[src/rtl/sbc_pkg.sv]
// Shared definitions for the stride-based bus codec.
// Assumes a 2-bit code selector; the encoding values are fixed by the pin contract.
package sbc_pkg;

    typedef enum logic [1:0] {
        CODE_EXTRA_WIRE = 2'd0,
        CODE_NO_WIRE    = 2'd1,
        CODE_XOR        = 2'd2,
        CODE_OFFSET_XOR = 2'd3
    } code_mode_e;

endpackage

[src/rtl/sbc_history.sv]
// Per-side history: latched code, last address, last bus word, first-transfer flag.
// Assumes both sides leave reset in the same cycle with the same mode_sel_i.
module sbc_history
    import sbc_pkg::*;
#(
    parameter int AW     = 16,
    parameter int STRIDE = 4
) (
    input  logic          clk,
    input  logic          rst_n,
    input  logic [1:0]    mode_sel_i,
    input  logic          upd_i,
    input  logic [AW-1:0] addr_i,
    input  logic [AW-1:0] bus_i,
    output code_mode_e    mode_o,
    output logic          first_o,
    output logic [AW-1:0] prev_addr_o,
    output logic [AW-1:0] prev_bus_o,
    output logic [AW-1:0] next_addr_o
);

    localparam logic [AW-1:0] STEP = AW'(STRIDE);

    code_mode_e    mode_q;
    logic          first_q;
    logic [AW-1:0] addr_q;
    logic [AW-1:0] bus_q;

    // Capture the code only inside the reset window.
    always_ff @(posedge clk) begin
        if (!rst_n) mode_q <= code_mode_e'(mode_sel_i);
    end

    // Record the last accepted address and bus word.
    always_ff @(posedge clk) begin
        if (!rst_n) begin
            first_q <= 1'b1;
            addr_q  <= '0;
            bus_q   <= '0;
        end else if (upd_i) begin
            first_q <= 1'b0;
            addr_q  <= addr_i;
            bus_q   <= bus_i;
        end
    end

    assign mode_o      = mode_q;
    assign first_o     = first_q;
    assign prev_addr_o = addr_q;
    assign prev_bus_o  = bus_q;
    assign next_addr_o = addr_q + STEP;

    // the code cannot move while out of reset.
    a_r9_mode_held: assert property (@(posedge clk) disable iff (!rst_n)
        rst_n |=> $stable(mode_q));

endmodule

[src/rtl/sbc_encoder.sv]
// Transmit side: maps each source address to a low-toggle bus word.
// Assumes addresses arrive one per cycle when valid_i is high; outputs are registered.
module sbc_encoder
    import sbc_pkg::*;
#(
    parameter int AW     = 16,
    parameter int STRIDE = 4
) (
    input  logic          clk,
    input  logic          rst_n,
    input  logic [1:0]    mode_sel_i,
    input  logic          valid_i,
    input  logic [AW-1:0] addr_i,
    output logic          valid_o,
    output logic [AW-1:0] bus_o,
    output logic          inc_o
);

    code_mode_e    mode;
    logic          first;
    logic [AW-1:0] prev_addr;
    logic [AW-1:0] prev_bus;
    logic [AW-1:0] next_addr;
    logic          seq_hit;
    logic [AW-1:0] bus_n;
    logic          inc_n;

    sbc_history #(.AW(AW), .STRIDE(STRIDE)) u_hist (
        .clk        (clk),
        .rst_n      (rst_n),
        .mode_sel_i (mode_sel_i),
        .upd_i      (valid_i),
        .addr_i     (addr_i),
        .bus_i      (bus_n),
        .mode_o     (mode),
        .first_o    (first),
        .prev_addr_o(prev_addr),
        .prev_bus_o (prev_bus),
        .next_addr_o(next_addr)
    );

    assign seq_hit = (addr_i == next_addr);

    // Select the bus word and increment wire for the latched code.
    always_comb begin
        bus_n = addr_i;
        inc_n = 1'b0;
        if (!first) begin
            unique case (mode)
                CODE_EXTRA_WIRE: begin
                    if (seq_hit) begin
                        bus_n = prev_bus;
                        inc_n = 1'b1;
                    end
                end
                CODE_NO_WIRE: begin
                    if (seq_hit)                  bus_n = prev_bus;
                    else if (addr_i != prev_bus)  bus_n = addr_i;
                    else                          bus_n = next_addr;
                end
                CODE_XOR:        bus_n = addr_i ^ next_addr ^ prev_bus;
                CODE_OFFSET_XOR: bus_n = (addr_i - prev_addr) ^ prev_bus;
                default:         bus_n = addr_i;
            endcase
        end
    end

    // Register the outputs; the bus word holds when idle.
    always_ff @(posedge clk) begin
        if (!rst_n) begin
            valid_o <= 1'b0;
            bus_o   <= '0;
            inc_o   <= 1'b0;
        end else begin
            valid_o <= valid_i;
            inc_o   <= valid_i & inc_n;
            if (valid_i) bus_o <= bus_n;
        end
    end

    // the extra wire is only used by code 0.
    a_r11_inc_only_code0: assert property (@(posedge clk) disable iff (!rst_n)
        inc_o |-> (mode == CODE_EXTRA_WIRE));

    // a sequential address in code 0 freezes the bus and raises the wire.
    a_r2_freeze_on_step: assert property (@(posedge clk) disable iff (!rst_n)
        (valid_i && !first && seq_hit && mode == CODE_EXTRA_WIRE) |=> (inc_o && $stable(bus_o)));

    // the first transfer after reset carries the raw address.
    a_r1_first_raw: assert property (@(posedge clk) disable iff (!rst_n)
        (valid_i && first) |=> (bus_o == $past(addr_i) && !inc_o));

    // idle cycles clear valid and keep the bus word.
    a_r10_enc_idle: assert property (@(posedge clk) disable iff (!rst_n)
        !valid_i |=> (!valid_o && $stable(bus_o)));

endmodule

[src/rtl/sbc_decoder.sv]
// Receive side: restores the source address from the bus word and increment wire.
// Assumes it sees exactly the words the encoder produced, in order, under the same code.
module sbc_decoder
    import sbc_pkg::*;
#(
    parameter int AW     = 16,
    parameter int STRIDE = 4
) (
    input  logic          clk,
    input  logic          rst_n,
    input  logic [1:0]    mode_sel_i,
    input  logic          valid_i,
    input  logic [AW-1:0] bus_i,
    input  logic          inc_i,
    output logic          valid_o,
    output logic [AW-1:0] addr_o
);

    code_mode_e    mode;
    logic          first;
    logic [AW-1:0] prev_addr;
    logic [AW-1:0] prev_bus;
    logic [AW-1:0] next_addr;
    logic [AW-1:0] addr_n;

    sbc_history #(.AW(AW), .STRIDE(STRIDE)) u_hist (
        .clk        (clk),
        .rst_n      (rst_n),
        .mode_sel_i (mode_sel_i),
        .upd_i      (valid_i),
        .addr_i     (addr_n),
        .bus_i      (bus_i),
        .mode_o     (mode),
        .first_o    (first),
        .prev_addr_o(prev_addr),
        .prev_bus_o (prev_bus),
        .next_addr_o(next_addr)
    );

    // Invert the latched code.
    always_comb begin
        addr_n = bus_i;
        if (!first) begin
            unique case (mode)
                CODE_EXTRA_WIRE: if (inc_i) addr_n = next_addr;
                CODE_NO_WIRE: begin
                    if (bus_i == prev_bus)       addr_n = next_addr;
                    else if (bus_i == next_addr) addr_n = prev_bus;
                    else                         addr_n = bus_i;
                end
                CODE_XOR:        addr_n = bus_i ^ prev_bus ^ next_addr;
                CODE_OFFSET_XOR: addr_n = (bus_i ^ prev_bus) + prev_addr;
                default:         addr_n = bus_i;
            endcase
        end
    end

    // Register the recovered address; it holds when idle.
    always_ff @(posedge clk) begin
        if (!rst_n) begin
            valid_o <= 1'b0;
            addr_o  <= '0;
        end else begin
            valid_o <= valid_i;
            if (valid_i) addr_o <= addr_n;
        end
    end

    // in code 0 with the wire low, the bus word is the address.
    a_r3_raw_pass: assert property (@(posedge clk) disable iff (!rst_n)
        (valid_i && mode == CODE_EXTRA_WIRE && !inc_i) |=> (addr_o == $past(bus_i)));

    // one cycle of latency.
    a_r10_dec_latency: assert property (@(posedge clk) disable iff (!rst_n)
        valid_i |=> valid_o);

    // idle cycles clear valid and keep the address.
    a_r10_dec_idle: assert property (@(posedge clk) disable iff (!rst_n)
        !valid_i |=> (!valid_o && $stable(addr_o)));

endmodule

[src/rtl/stride_bus_codec.sv]
// Top: independent transmit and receive sides of the stride-based bus codec.
// Assumes the caller wires the encoder outputs to the decoder inputs across the bus.
module stride_bus_codec
    import sbc_pkg::*;
#(
    parameter int AW     = 16,
    parameter int STRIDE = 4
) (
    input  logic          clk,
    input  logic          rst_n,
    input  logic [1:0]    mode_sel,
    input  logic          enc_valid_i,
    input  logic [AW-1:0] enc_addr_i,
    output logic          enc_valid_o,
    output logic [AW-1:0] enc_bus_o,
    output logic          enc_inc_o,
    input  logic          dec_valid_i,
    input  logic [AW-1:0] dec_bus_i,
    input  logic          dec_inc_i,
    output logic          dec_valid_o,
    output logic [AW-1:0] dec_addr_o
);

    sbc_encoder #(.AW(AW), .STRIDE(STRIDE)) u_enc (
        .clk       (clk),
        .rst_n     (rst_n),
        .mode_sel_i(mode_sel),
        .valid_i   (enc_valid_i),
        .addr_i    (enc_addr_i),
        .valid_o   (enc_valid_o),
        .bus_o     (enc_bus_o),
        .inc_o     (enc_inc_o)
    );

    sbc_decoder #(.AW(AW), .STRIDE(STRIDE)) u_dec (
        .clk       (clk),
        .rst_n     (rst_n),
        .mode_sel_i(mode_sel),
        .valid_i   (dec_valid_i),
        .bus_i     (dec_bus_i),
        .inc_i     (dec_inc_i),
        .valid_o   (dec_valid_o),
        .addr_o    (dec_addr_o)
    );

endmodule

[config.mk]
export PLATFORM = sky130hd
export DESIGN_NAME = stride_bus_codec
export DESIGN_NICKNAME = d
export VERILOG_FILES = /design/src/rtl/sbc_pkg.sv /design/src/rtl/sbc_history.sv /design/src/rtl/sbc_encoder.sv /design/src/rtl/sbc_decoder.sv /design/src/rtl/stride_bus_codec.sv
export SDC_FILE = /design/constraint.sdc
export NUM_CORES = 1
export LEC_CHECK = 0
export ABC_AREA = 0
export BUFFER_PORTS_ARGS = -buffer_cell sky130_fd_sc_hd__buf_2
export CORE_ASPECT_RATIO = 0.6
export CORE_MARGIN = 4
export CORE_UTILIZATION = 50
export CTS_BUF_LIST = sky130_fd_sc_hd__clkbuf_16
export CTS_CLUSTER_DIAMETER = 60
export DETAILED_ROUTE_END_ITERATION = 8
export PLACE_DENSITY = 0.69
export SLEW_MARGIN = 30
export SYNTH_ARGS = -nofsm -noshare
export SYNTH_HDL_FRONTEND = slang
export SYNTH_HIERARCHICAL = 1
export SYNTH_SLANG_ARGS = --single-unit
[constraint.sdc]
create_clock -name clk -period 4.5 [get_ports clk]
set_clock_uncertainty 0.1 [all_clocks]
set_input_delay 0.9 -clock clk [delete_from_list [all_inputs] [get_ports clk]]
set_output_delay 0.9 -clock clk [all_outputs]
set_load 0.01 [all_outputs]
==> results of run 1 <==
-- synth_stat cells (all sizes together) (5+ instances only) --
cell / n / area, µm²
inv: 50 / 188
nand2b: 11 / 68.8
o211ai: 8 / 60.1
nand2: 71 / 274
nand3b: 12 / 90.1
nand4: 18 / 131
a21o: 17 / 128
dfxtp: 101 / 2020
nor2b: 21 / 131
or2: 6 / 37.5
buf: 30 / 195
a211oi: 7 / 52.6
o211a: 7 / 70.1
nor4: 16 / 178
xnor2: 46 / 403
or3: 12 / 75.1
xor2: 65 / 637
a221oi: 9 / 91.3
ha: 36 / 450
and2: 12 / 75.1
nand3: 37 / 185
nor3: 26 / 130
and3: 8 / 50.1
nor2: 137 / 514
a31oi: 32 / 200
a2111oi: 6 / 66.3
clkbuf: 41 / 154
a21oi: 46 / 230
o31ai: 8 / 60.1
o21a: 5 / 37.5
a311oi: 12 / 111
o221ai: 8 / 70.1
nor3b: 6 / 45.0
o21ai: 62 / 310
a22o: 8 / 70.1
mux2i: 91 / 911
-- worst max-delay path: stages (launching register included) --
cell	delay [ps]
dfxtp_1	450
ha_1	270
nand4_1	250
nor3_1	250
xor2_1	240
xor2_1	130
nor4b_1	330
nand4_1	170
or2_1	550
a31oi_1	410
o32ai_1	170
nor3_1	310
inv_1	70
mux2i_1	140
nor2_1	60
-- final timing paths --
path	cells after the start	end	slack, ps	start
min	2	u_enc/bus_o[4]$_SDFFE_PN0P_	380	u_enc/bus_o[4]$_SDFFE_PN0P_
max	14	u_enc/u_hist/prev_bus_o[15]$_SDFFE_PN0P_	450	u_enc/u_hist/prev_addr_o[2]$_SDFFE_PN0P_
max reg2reg	14	u_enc/u_hist/prev_bus_o[15]$_SDFFE_PN0P_	450	u_enc/u_hist/prev_addr_o[2]$_SDFFE_PN0P_
min reg2reg	2	u_enc/bus_o[4]$_SDFFE_PN0P_	380	u_enc/bus_o[4]$_SDFFE_PN0P_
-- logic make-up (layout without fill, tap and decap cells) --
kind of cell	after synthesis	in the layout	synth area share [%]
simple gates	405	405	22.8
compound gates	277	277	21.0
flops	105	105	23.3
xor+xnor	111	111	11.3
fa+ha+maj	38	38	5.33
mux	95	95	10.4
buf+inv	124	161	5.96
-- power breakdown --
part           internal (W)  switching [W]
combinational      0.000378       0.000604
clock              0.000427       0.000377
sequential          0.00101      0.0000932
total               0.00181        0.00107
-- flip-flops by register name, summed over array words and instances, names as in the netlist, 2 cells and up --
signal                    cells
u_dec/u_hist/prev_addr_o     16
u_dec/u_hist/mode_o           2
u_dec/u_hist/prev_bus_o      16
u_enc/u_hist/mode_o           2
u_enc/u_hist/prev_addr_o     16
u_enc/u_hist/prev_bus_o      16
u_dec/addr_o                 16
u_enc/bus_o                  16
-- layer usage --
layer | share of wire, % | GRT usage [%]
met1 | 51 | 46.2
met2 | 37 | 34.8
met3 | 12 | 7.45
met4 | 1.1 | 5.61
met5 | 0.024 | 0
-- layout make-up --
| cell class | instances | area, µm² | area share, % |
|---|---|---|---|
| Clock buffer | 9 | 225 | 2.26 |
| Clock inverter | 7 | 63.8 | 0.642 |
| Inverter | 53 | 199 | 2.00 |
| Multi-Input combinational cell | 926 | 6510 | 65.4 |
| Sequential cell | 105 | 2140 | 21.5 |
| Tap cell | 240 | 300 | 3.02 |
| Timing Repair Buffer | 92 | 508 | 5.11 |
-- stage by stage --
stage	util [%]	hold WS (ps)
after floorplan	-	374
after global placement	53.4	359
after detailed placement	53.4	362
after CTS	55.0	380
after global routing	55.0	397
final	55.0	380
==> summary.txt, run 1 <==
STA
  • Hold Vio Cnt, Final: 0
  • Slew Limit Fails: 0
  • Fin crit share: between 80% and 90%
  • Max_slew headroom: between 40% and 50%
  • Max frequency: 0.247 GHz
  • Count of final setup violators: 0
  • Setup TNS: 0 ps
  • Post-layout min period: a little over 4000 ps
  • Unrepaired setup endpoints after global routing: false
  • Setup ws final: 454 ps
  • Slew @ Worst Pin: 900 ps

CTS
  • CTS max path bufs: 2
  • Post-CTS setup buffers: 0
  • Num Clock Sinks: 105
  • H-tree levels: 3
  • Clk Tree Root Cell: clkbuf_16
  • TritonCTS clock tree: done
  • Hold buffer count at cts: 0
  • Worst-path clk slew: 70 ps
  • Post-CTS sizing: 0
  • Clock latency on the worst-skew pair: between 300 and 400 ps
  • TritonCTS buffer count: 9

Critical path
  • Kind of critical path: reg2reg
  • Critical path peak fanout: 22
  • Worst Path Arrival: roughly 4200 ps
  • Crit start category: register
  • Endpoint type of the worst setup path: register
  • Critical Path RT: 4640 ps

Cells and area
  • Filler Cells Inserted: roughly 1700
  • Nets: 1264
  • Most frequent cells in the layout: nor2_1 (137), dfxtp_1 (101), mux2i_1 (91)
  • Final Non-Filler Cells: ~1400
  • Layout cells sized above 1: 12.3%
  • Most common cell after layout, fill and taps aside: nor2_1
  • Ant diodes: 0
  • Final Instance Area: 9950 µm²
  • Area delta synth->final: 8.13%

Power and ir drop
  • P per Cell Area: 290 nW/µm²
  • Final Total Pwr: between 0.002 and 0.003 W
  • P_leak: 4.36 nW
  • Worst IR Drop VDD: 0.184 mV

Synth
  • Synthesized instance count: 1155
  • #FFs+latches synth: 105
  • Synthesis warning total: 6
  • Mapped Avg Cell Area: 7.96 µm²
  • Post-synth EDFFs: 4
  • Synth async-reset ratio: 0%
  • Mapped Nets: 1232
  • Ys flop type: dfxtp_1
  • Synth Cell Area: 9200 µm²
  • Yosys cell types: just over 80
  • Register area share after synthesis: between 20% and 30%

Route
  • Detailed Routing Iterations Pass 1: 8
  • Routed via count: 9077
  • Routed len/inst: 20.5 µm
  • Routed Antenna Nets: 0
  • # DRC: 0
  • Starting DRT DRC Count: 1147
  • DR vias/cell: 6.34
  • Aggregate routed wire length: 29300 µm

Floorplanning
  • Core box area: ~18000 µm²
  • Die Y-Extent: 113 µm
  • Die Area: 20700 µm²
  • Standard-cell rows: 38
  • Chip width: 183 µm
  • Initial Util: roughly half
  • I/O pin total: 74

Placed design
  • I/O Buffers: 73
  • Hpwl dp: ~22000 µm
  • Inst Count DP: 1416
  • Placed inst area: 9660 µm²
  • DP Worst Slack: around 540 ps
  • Placer Congestion: 0.963

Global routing
  • Initial antenna violation count: 1
  • Overall fraction of global-route tracks in use: between 20 and 30%
  • Largest net degree at the start of global routing: 53
  • Vias in the first global route: 8004
  • Grt ovf: 0
  • First-pass GRT wire length: 45900 µm

Min path
  • Hold crit path type: reg2reg

Job
  • Max Cap Violations: 0

Run status
  • Status: complete, no violations
No activity file was read; power rests on OpenSTA's default activity.
==> inputs of run 2 (changes only) <==
Settings changed: PLACE_DENSITY 0.69 to default, PLACE_DENSITY_LB_ADDON from default to 0.2.
==> run 2 against run 1 <==
  * Sequential power about the same
  * Clock power increased by 4.7%
  * Non-clock buffer count increased by 1
  * Critical path type unchanged
  * Clock-buffer cell count unchanged
  * Total power increased by 1.8%
  * Highest routed layer is now met4
  * Critical endpoint unchanged
  * Routed wire length increased by 2.5%
==> summary.txt, run 2 (synthesis gave the netlist of run 1 again) <==
Critical path
  • Crit start category: register
  • Worst Path Arrival: 4210 ps (+20 ps)
  • Endpoint type of the worst setup path: register
  • FF-to-FF Start: u_enc/u_hist/prev_addr_o[2]$_SDFFE_PN0P_
  • Slowest CP cell: or2_2
  • Critical Path End: u_enc/u_hist/prev_bus_o[15]$_SDFFE_PN0P_
  • Max incr delay on CP: 540 ps (about the same)
  • CP Launch Point: u_enc/u_hist/prev_addr_o[2]$_SDFFE_PN0P_
  • Crit-path cells: ha_1, nand4_1, nor3_1, xor2_1, xor2_1, nor4b_1, nand4_1, or2_2, a31oi_1, o32ai_1, nor3_1, inv_1, mux2i_1, nor2_1
  • Worst r2r dst: u_enc/u_hist/prev_bus_o[15]$_SDFFE_PN0P_
  • Worst R2R Path Depth: 14 (unchanged)
  • Critical Path RT: 4640 ps (about the same)
  • Flop2flop setup slack: 440 ps (-20 ps)
  • Critical path peak fanout: 25 (+14%)
  • Kind of critical path: reg2reg

Global routing
  • First-pass GRT wire length: 47800 µm (+4.2%)
  • Vias in the first global route: 8194 (+2.4%)
  • Initial antenna violation count: 0 (-1)
  • Grt ovf: 0 (unchanged)
  • Largest net degree at the start of global routing: 53 (unchanged)
  • Overall fraction of global-route tracks in use: 29.3% (+1.4 points)

Route
  • Detailed Routing Iterations Pass 1: 5 (-3)
  • Routed Antenna Nets: 0 (unchanged)
  • Aggregate routed wire length: 30000 µm (+2.5%)
  • Routed via count: 8979 (-1.1%)
  • # DRC: 0 (unchanged)
  • DR vias/cell: 6.27 (-1.1%)
  • Routed len/inst: 21.0 µm (+2.5%)
  • Starting DRT DRC Count: 1089 (-5.1%)

Cells and area
  • Most common cell after layout, fill and taps aside: nor2_1
  • Filler Cells Inserted: 1725 (-1.4%)
  • Nets: 1265 (+0.079%)
  • Layout cells sized above 1: 12.7% (+0.32 points)
  • Area delta synth->final: 8.50%
  • Final Non-Filler Cells: 1433 (+0.070%)
  • Final Instance Area: 9980 µm² (+0.34%)
  • Most frequent cells in the layout: nor2_1 (137), dfxtp_1 (101), mux2i_1 (91)
  • Ant diodes: 0 (unchanged)
  • Final Util: 55.2% (+0.19 points)

Run status
  • Status: complete, no violations

Power and ir drop
  • Final Total Pwr: 0.00294 W (+1.8%)
  • P_leak: 4.37 nW (+0.39%)
  • Worst IR Drop VDD: 0.206 mV (+12%)
  • P per Cell Area: 294 nW/µm² (+1.4%)

CTS
  • Num Clock Sinks: 105 (unchanged)
  • H-tree levels: 3 (unchanged)
  • Clock latency on the worst-skew pair: 380 ps (+20 ps)
  • Worst-path clk slew: 80 ps (about the same)
  • Clk Tree Root Cell: clkbuf_16
  • CTS max path bufs: 2 (unchanged)
  • TritonCTS buffer count: 9 (unchanged)
  • TritonCTS clock tree: done

STA
  • Slew Limit Fails: 0 (unchanged)
  • Max frequency: 0.246 GHz (-0.44%)
  • Hold Vio Cnt, Final: 0 (unchanged)
  • Unrepaired setup endpoints after global routing: false
  • Setup TNS: 0 ps (unchanged)
  • Slew @ Worst Pin: 924 ps (+24.2 ps)
  • Post-layout min period: 4060 ps (+17.8 ps)
  • Count of final setup violators: 0 (unchanged)
  • Max_slew headroom: 37.6% (-2.4 points)
  • Fin crit share: 90.3% (+0.40 points)

Placed design
  • Inst Count DP: 1417 (+0.071%)
  • Placed inst area: 9680 µm² (+0.21%)
  • Placer Congestion: 1.02 (+5.5%)
  • Hpwl dp: 22100 µm (+1.1%)
  • I/O Buffers: 73 (unchanged)

Floorplanning
  • Die Y-Extent: 113 µm (unchanged)
  • Die Area: 20700 µm² (unchanged)
  • Standard-cell rows: 38 (unchanged)
  • Initial Util: 50.9% (unchanged)
  • Core box area: 18100 µm² (unchanged)
  • I/O pin total: 74 (unchanged)
  • Chip width: 183 µm (unchanged)

Job
  • Max Cap Violations: 0 (unchanged)

Min path
  • Hold crit path type: reg2reg
  • Cells on Worst Hold Path: 2 (unchanged)
  • Hold path startpoint: u_enc/bus_o[4]$_SDFFE_PN0P_
-- run 2: routing by layer --
metal	global-route usage, %	wire length, µm
met2	36.5	10900
met3	12.3	4050
met4	5.26	289
met1	46.1	14800
met5	0	0
-- run 2: worst min path at each step --
stage,end
2_1_floorplan,u_enc/u_hist/first_o$_SDFFE_PN1P_
3_3_place_gp,u_enc/bus_o[12]$_SDFFE_PN0P_
3_5_place_dp,u_enc/bus_o[6]$_SDFFE_PN0P_
4_1_cts,u_enc/bus_o[4]$_SDFFE_PN0P_
5_1_grt,u_enc/bus_o[12]$_SDFFE_PN0P_
6_report,u_enc/bus_o[4]$_SDFFE_PN0P_
-- run 2: worst max-delay path: cells and delay by family (launching register included) --
kind / cells / cell delay (ps)
flip-flops: 1 / 460
AO/OA/AOI/OAI: 2 / 450
XOR/XNOR: 2 / 430
buffers and inverters: 1 / 70
multiplexers: 1 / 130
AND/OR/NAND/NOR: 7 / 2020
adder cells (fa/ha/maj): 1 / 270
-- run 2: power by group --
part / internal, W / switching [W]
clock: 0.000437 / 0.000405
combinational: 0.000380 / 0.000618
sequential: 0.00101 / 0.0000909
-- run 2: timing repair --
action / CTS / global route
endpoints found under the setup margin: 0 / 1
setup buffers: 0 / 0
gates resized for setup: 0 / 1
endpoints found under the hold margin: 0 / 0
hold buffers: 0 / 0
-- run 2: per-stage QoR --
step | setup WS, ps | hold slack [ps]
floorplan | 1200 | 374
global placement | 526 | 359
detailed placement | 456 | 364
CTS | 434 | 378
global route | 115 | 393
finish | 436 | 376
-- run 2: cell type report --
cell class                      instances  area (µm²)  share of cell area [%]
Timing Repair Buffer                   93         528                    5.29
Tap cell                              240         300                    3.01
Clock buffer                            9         225                    2.26
Inverter                               53         199                    1.99
Multi-Input combinational cell        926        6510                    65.2
Clock inverter                          7        77.6                   0.777
Sequential cell                       105        2140                    21.5
==> inputs of run 3 (changes only) <==
Settings changed: CORE_UTILIZATION 50 to 57.
Clock period 4.5 ns to 4.2 ns, I/O delays scaled along.
==> run 3 against run 2 <==
  * Sequential share of layout area is essentially flat
  * Flip-flop and latch count is the same
  * Clock-buffer cell count is the same
  * Largest power group unchanged
==> summary.txt, run 3 (synthesis gave the netlist of run 1 again) <==
Run status
  • Status: complete, no violations

STA
  • Setup TNS: 0 ps (unchanged)
  • Fin crit share: 92.5% (+2.2 points)
  • Count of final setup violators: 0 (unchanged)
  • Max_slew headroom: 37.7% (+0.13 points)
  • Unrepaired setup endpoints after global routing: false
  • Slew Limit Fails: 0 (unchanged)
  • Post-layout min period: 3890 ps (-178 ps)
  • Max frequency: 0.257 GHz (+4.6%)
  • Hold Vio Cnt, Final: 0 (unchanged)
  • Slew @ Worst Pin: 922 ps (-1.90 ps)

Critical path
  • Critical Path End: u_dec/u_hist/prev_addr_o[9]$_SDFFE_PN0P_
  • Flop2flop setup slack: 310 ps (-120 ps)
  • Critical Path RT: 4340 ps (-300 ps)
  • FF-to-FF Start: u_dec/u_hist/prev_addr_o[3]$_SDFFE_PN0P_
  • Worst R2R Path Depth: 13 (-1)
  • Critical path peak fanout: 7 (-72%)
  • Crit start category: register
  • CP Launch Point: u_dec/u_hist/prev_addr_o[3]$_SDFFE_PN0P_
  • Endpoint type of the worst setup path: register
  • Worst r2r dst: u_dec/u_hist/prev_addr_o[9]$_SDFFE_PN0P_
  • Worst Path Arrival: 4030 ps (-180 ps)
  • Kind of critical path: reg2reg

CTS
  • Clock latency on the worst-skew pair: 360 ps (-20 ps)
  • Hold buffer count at cts: 0 (unchanged)
  • TritonCTS clock tree: done
  • Clk Tree Root Cell: clkbuf_16
  • H-tree levels: 3 (unchanged)
  • TritonCTS buffer count: 9 (unchanged)
  • Num Clock Sinks: 105 (unchanged)
  • Post-CTS setup buffers: 0 (unchanged)
  • Worst-path clk slew: 80 ps (about the same)
  • CTS max path bufs: 2 (unchanged)

Floorplanning
  • Chip width: 172 µm (-6.1%)
  • Core box area: 15600 µm² (-14%)
  • Standard-cell rows: 35 (-7.9%)
  • Initial Util: 59.0% (+8.1 points)
  • Die Area: 18300 µm² (-12%)
  • Die Y-Extent: 106 µm (-5.9%)
  • I/O pin total: 74 (unchanged)

Global routing
  • Initial antenna violation count: 0 (unchanged)
  • Largest net degree at the start of global routing: 53 (unchanged)
  • Overall fraction of global-route tracks in use: 31.0% (+1.7 points)
  • First-pass GRT wire length: 44900 µm (-5.9%)
  • Vias in the first global route: 8054 (-1.7%)
  • Grt ovf: 0 (unchanged)

Placed design
  • Placer Congestion: 1.01 (-0.37%)
  • Hpwl dp: 21200 µm (-3.9%)
  • I/O Buffers: 73 (unchanged)

Cells and area
  • Most common cell after layout, fill and taps aside: nor2_1
  • Nets: 1268 (+0.24%)
  • Area delta synth->final: 8.42% (about the same)
  • Ant diodes: 0 (unchanged)
  • Most frequent cells in the layout: nor2_1 (137), dfxtp_1 (101), mux2i_1 (91)
  • Layout cells sized above 1: 12.9% (+0.22 points)

Power and ir drop
  • Worst IR Drop VDD: 0.233 mV (+13%)
  • Final Total Pwr: 0.00318 W (+8.4%)
  • P per Cell Area: 319 nW/µm² (+8.5%)
  • P_leak: 4.39 nW (+0.36%)

Route
  • Routed Antenna Nets: 0 (unchanged)
  • Detailed Routing Iterations Pass 1: 6 (+1)
  • # DRC: 0 (unchanged)
  • Starting DRT DRC Count: 1081 (-0.73%)
  • Routed len/inst: 20.4 µm (-2.7%)
  • Aggregate routed wire length: 28500 µm (-5.0%)
  • DR vias/cell: 6.51 (+3.8%)
  • Routed via count: 9103 (+1.4%)

Job
  • Max Cap Violations: 0 (unchanged)

Min path
  • Hold crit path type: reg2reg
-- run 3: routing by layer --
| layer | up-vias | global-route usage [%] | share of wire, % |
|---|---|---|---|
| met5 | - | 0 | 0 |
| li1 | 4271 | - | - |
| met4 | 0 | 5.44 | 1.0 |
| met1 | 4291 | 49.7 | 49 |
| met3 | 30 | 11.7 | 14 |
| met2 | 511 | 38.1 | 36 |
-- run 3: worst max-delay path: stages (launching register included) --
cell and delay (ps):
dfxtp_1 460, ha_1 260, nand4_1 280, nor2_1 210, xor2_1 470, xor2_1 160, nor4_2 330, nand4_2 360
mux2i_1 250, o221ai_1 150, a221oi_1 400, a21oi_1 130, mux2i_1 150, nor2_1 50
-- run 3: layout make-up --
cell class / instances / area, µm²
Clock inverter: 7 / 104
Fill cell: 1389 / 5620
Timing Repair Buffer: 96 / 538
Sequential cell: 105 / 2140
Clock buffer: 9 / 225
Multi-Input combinational cell: 926 / 6510
Inverter: 53 / 199
Tap cell: 203 / 254
-- run 3: power by group --
group	total, W	switching (W)	internal (W)
logic	0.00105	0.000641	0.000411
clock network	0.000951	0.000422	0.000529
registers	0.00118	0.000102	0.00108
total	0.00318	0.00116	0.00202
-- run 3: per-stage QoR --
step / instances / util, % / area (µm²) / setup WS, ps / hold slack, ps
finish: 1399 / 64.0 / 9970 / 314 / 377
global route: 1399 / 64.0 / 9970 / 77.6 / 408
CTS: 1399 / 63.9 / 9970 / 200 / 377
detailed placement: 1383 / 61.8 / 9640 / 255 / 363
global placement: 1383 / 61.8 / 9640 / 360 / 358
floorplan: 1155 / - / 9200 / 960 / 374
-- run 3: repair_timing --
item,in CTS,in global routing
setup endpoints to repair,0,8
hold endpoints to repair,0,0
resized for setup,0,2
-- run 3: worst min path at each step --
stage,start,end,cells past startpoint
3_5_place_dp,u_enc/bus_o[6]$_SDFFE_PN0P_,u_enc/bus_o[6]$_SDFFE_PN0P_,1
3_3_place_gp,u_enc/bus_o[6]$_SDFFE_PN0P_,u_enc/bus_o[6]$_SDFFE_PN0P_,1
2_1_floorplan,u_enc/u_hist/first_o$_SDFFE_PN1P_,u_enc/u_hist/first_o$_SDFFE_PN1P_,2
4_1_cts,u_enc/bus_o[4]$_SDFFE_PN0P_,u_enc/bus_o[4]$_SDFFE_PN0P_,2
6_report,u_enc/bus_o[4]$_SDFFE_PN0P_,u_enc/bus_o[4]$_SDFFE_PN0P_,2
5_1_grt,u_enc/bus_o[6]$_SDFFE_PN0P_,u_enc/bus_o[6]$_SDFFE_PN0P_,1
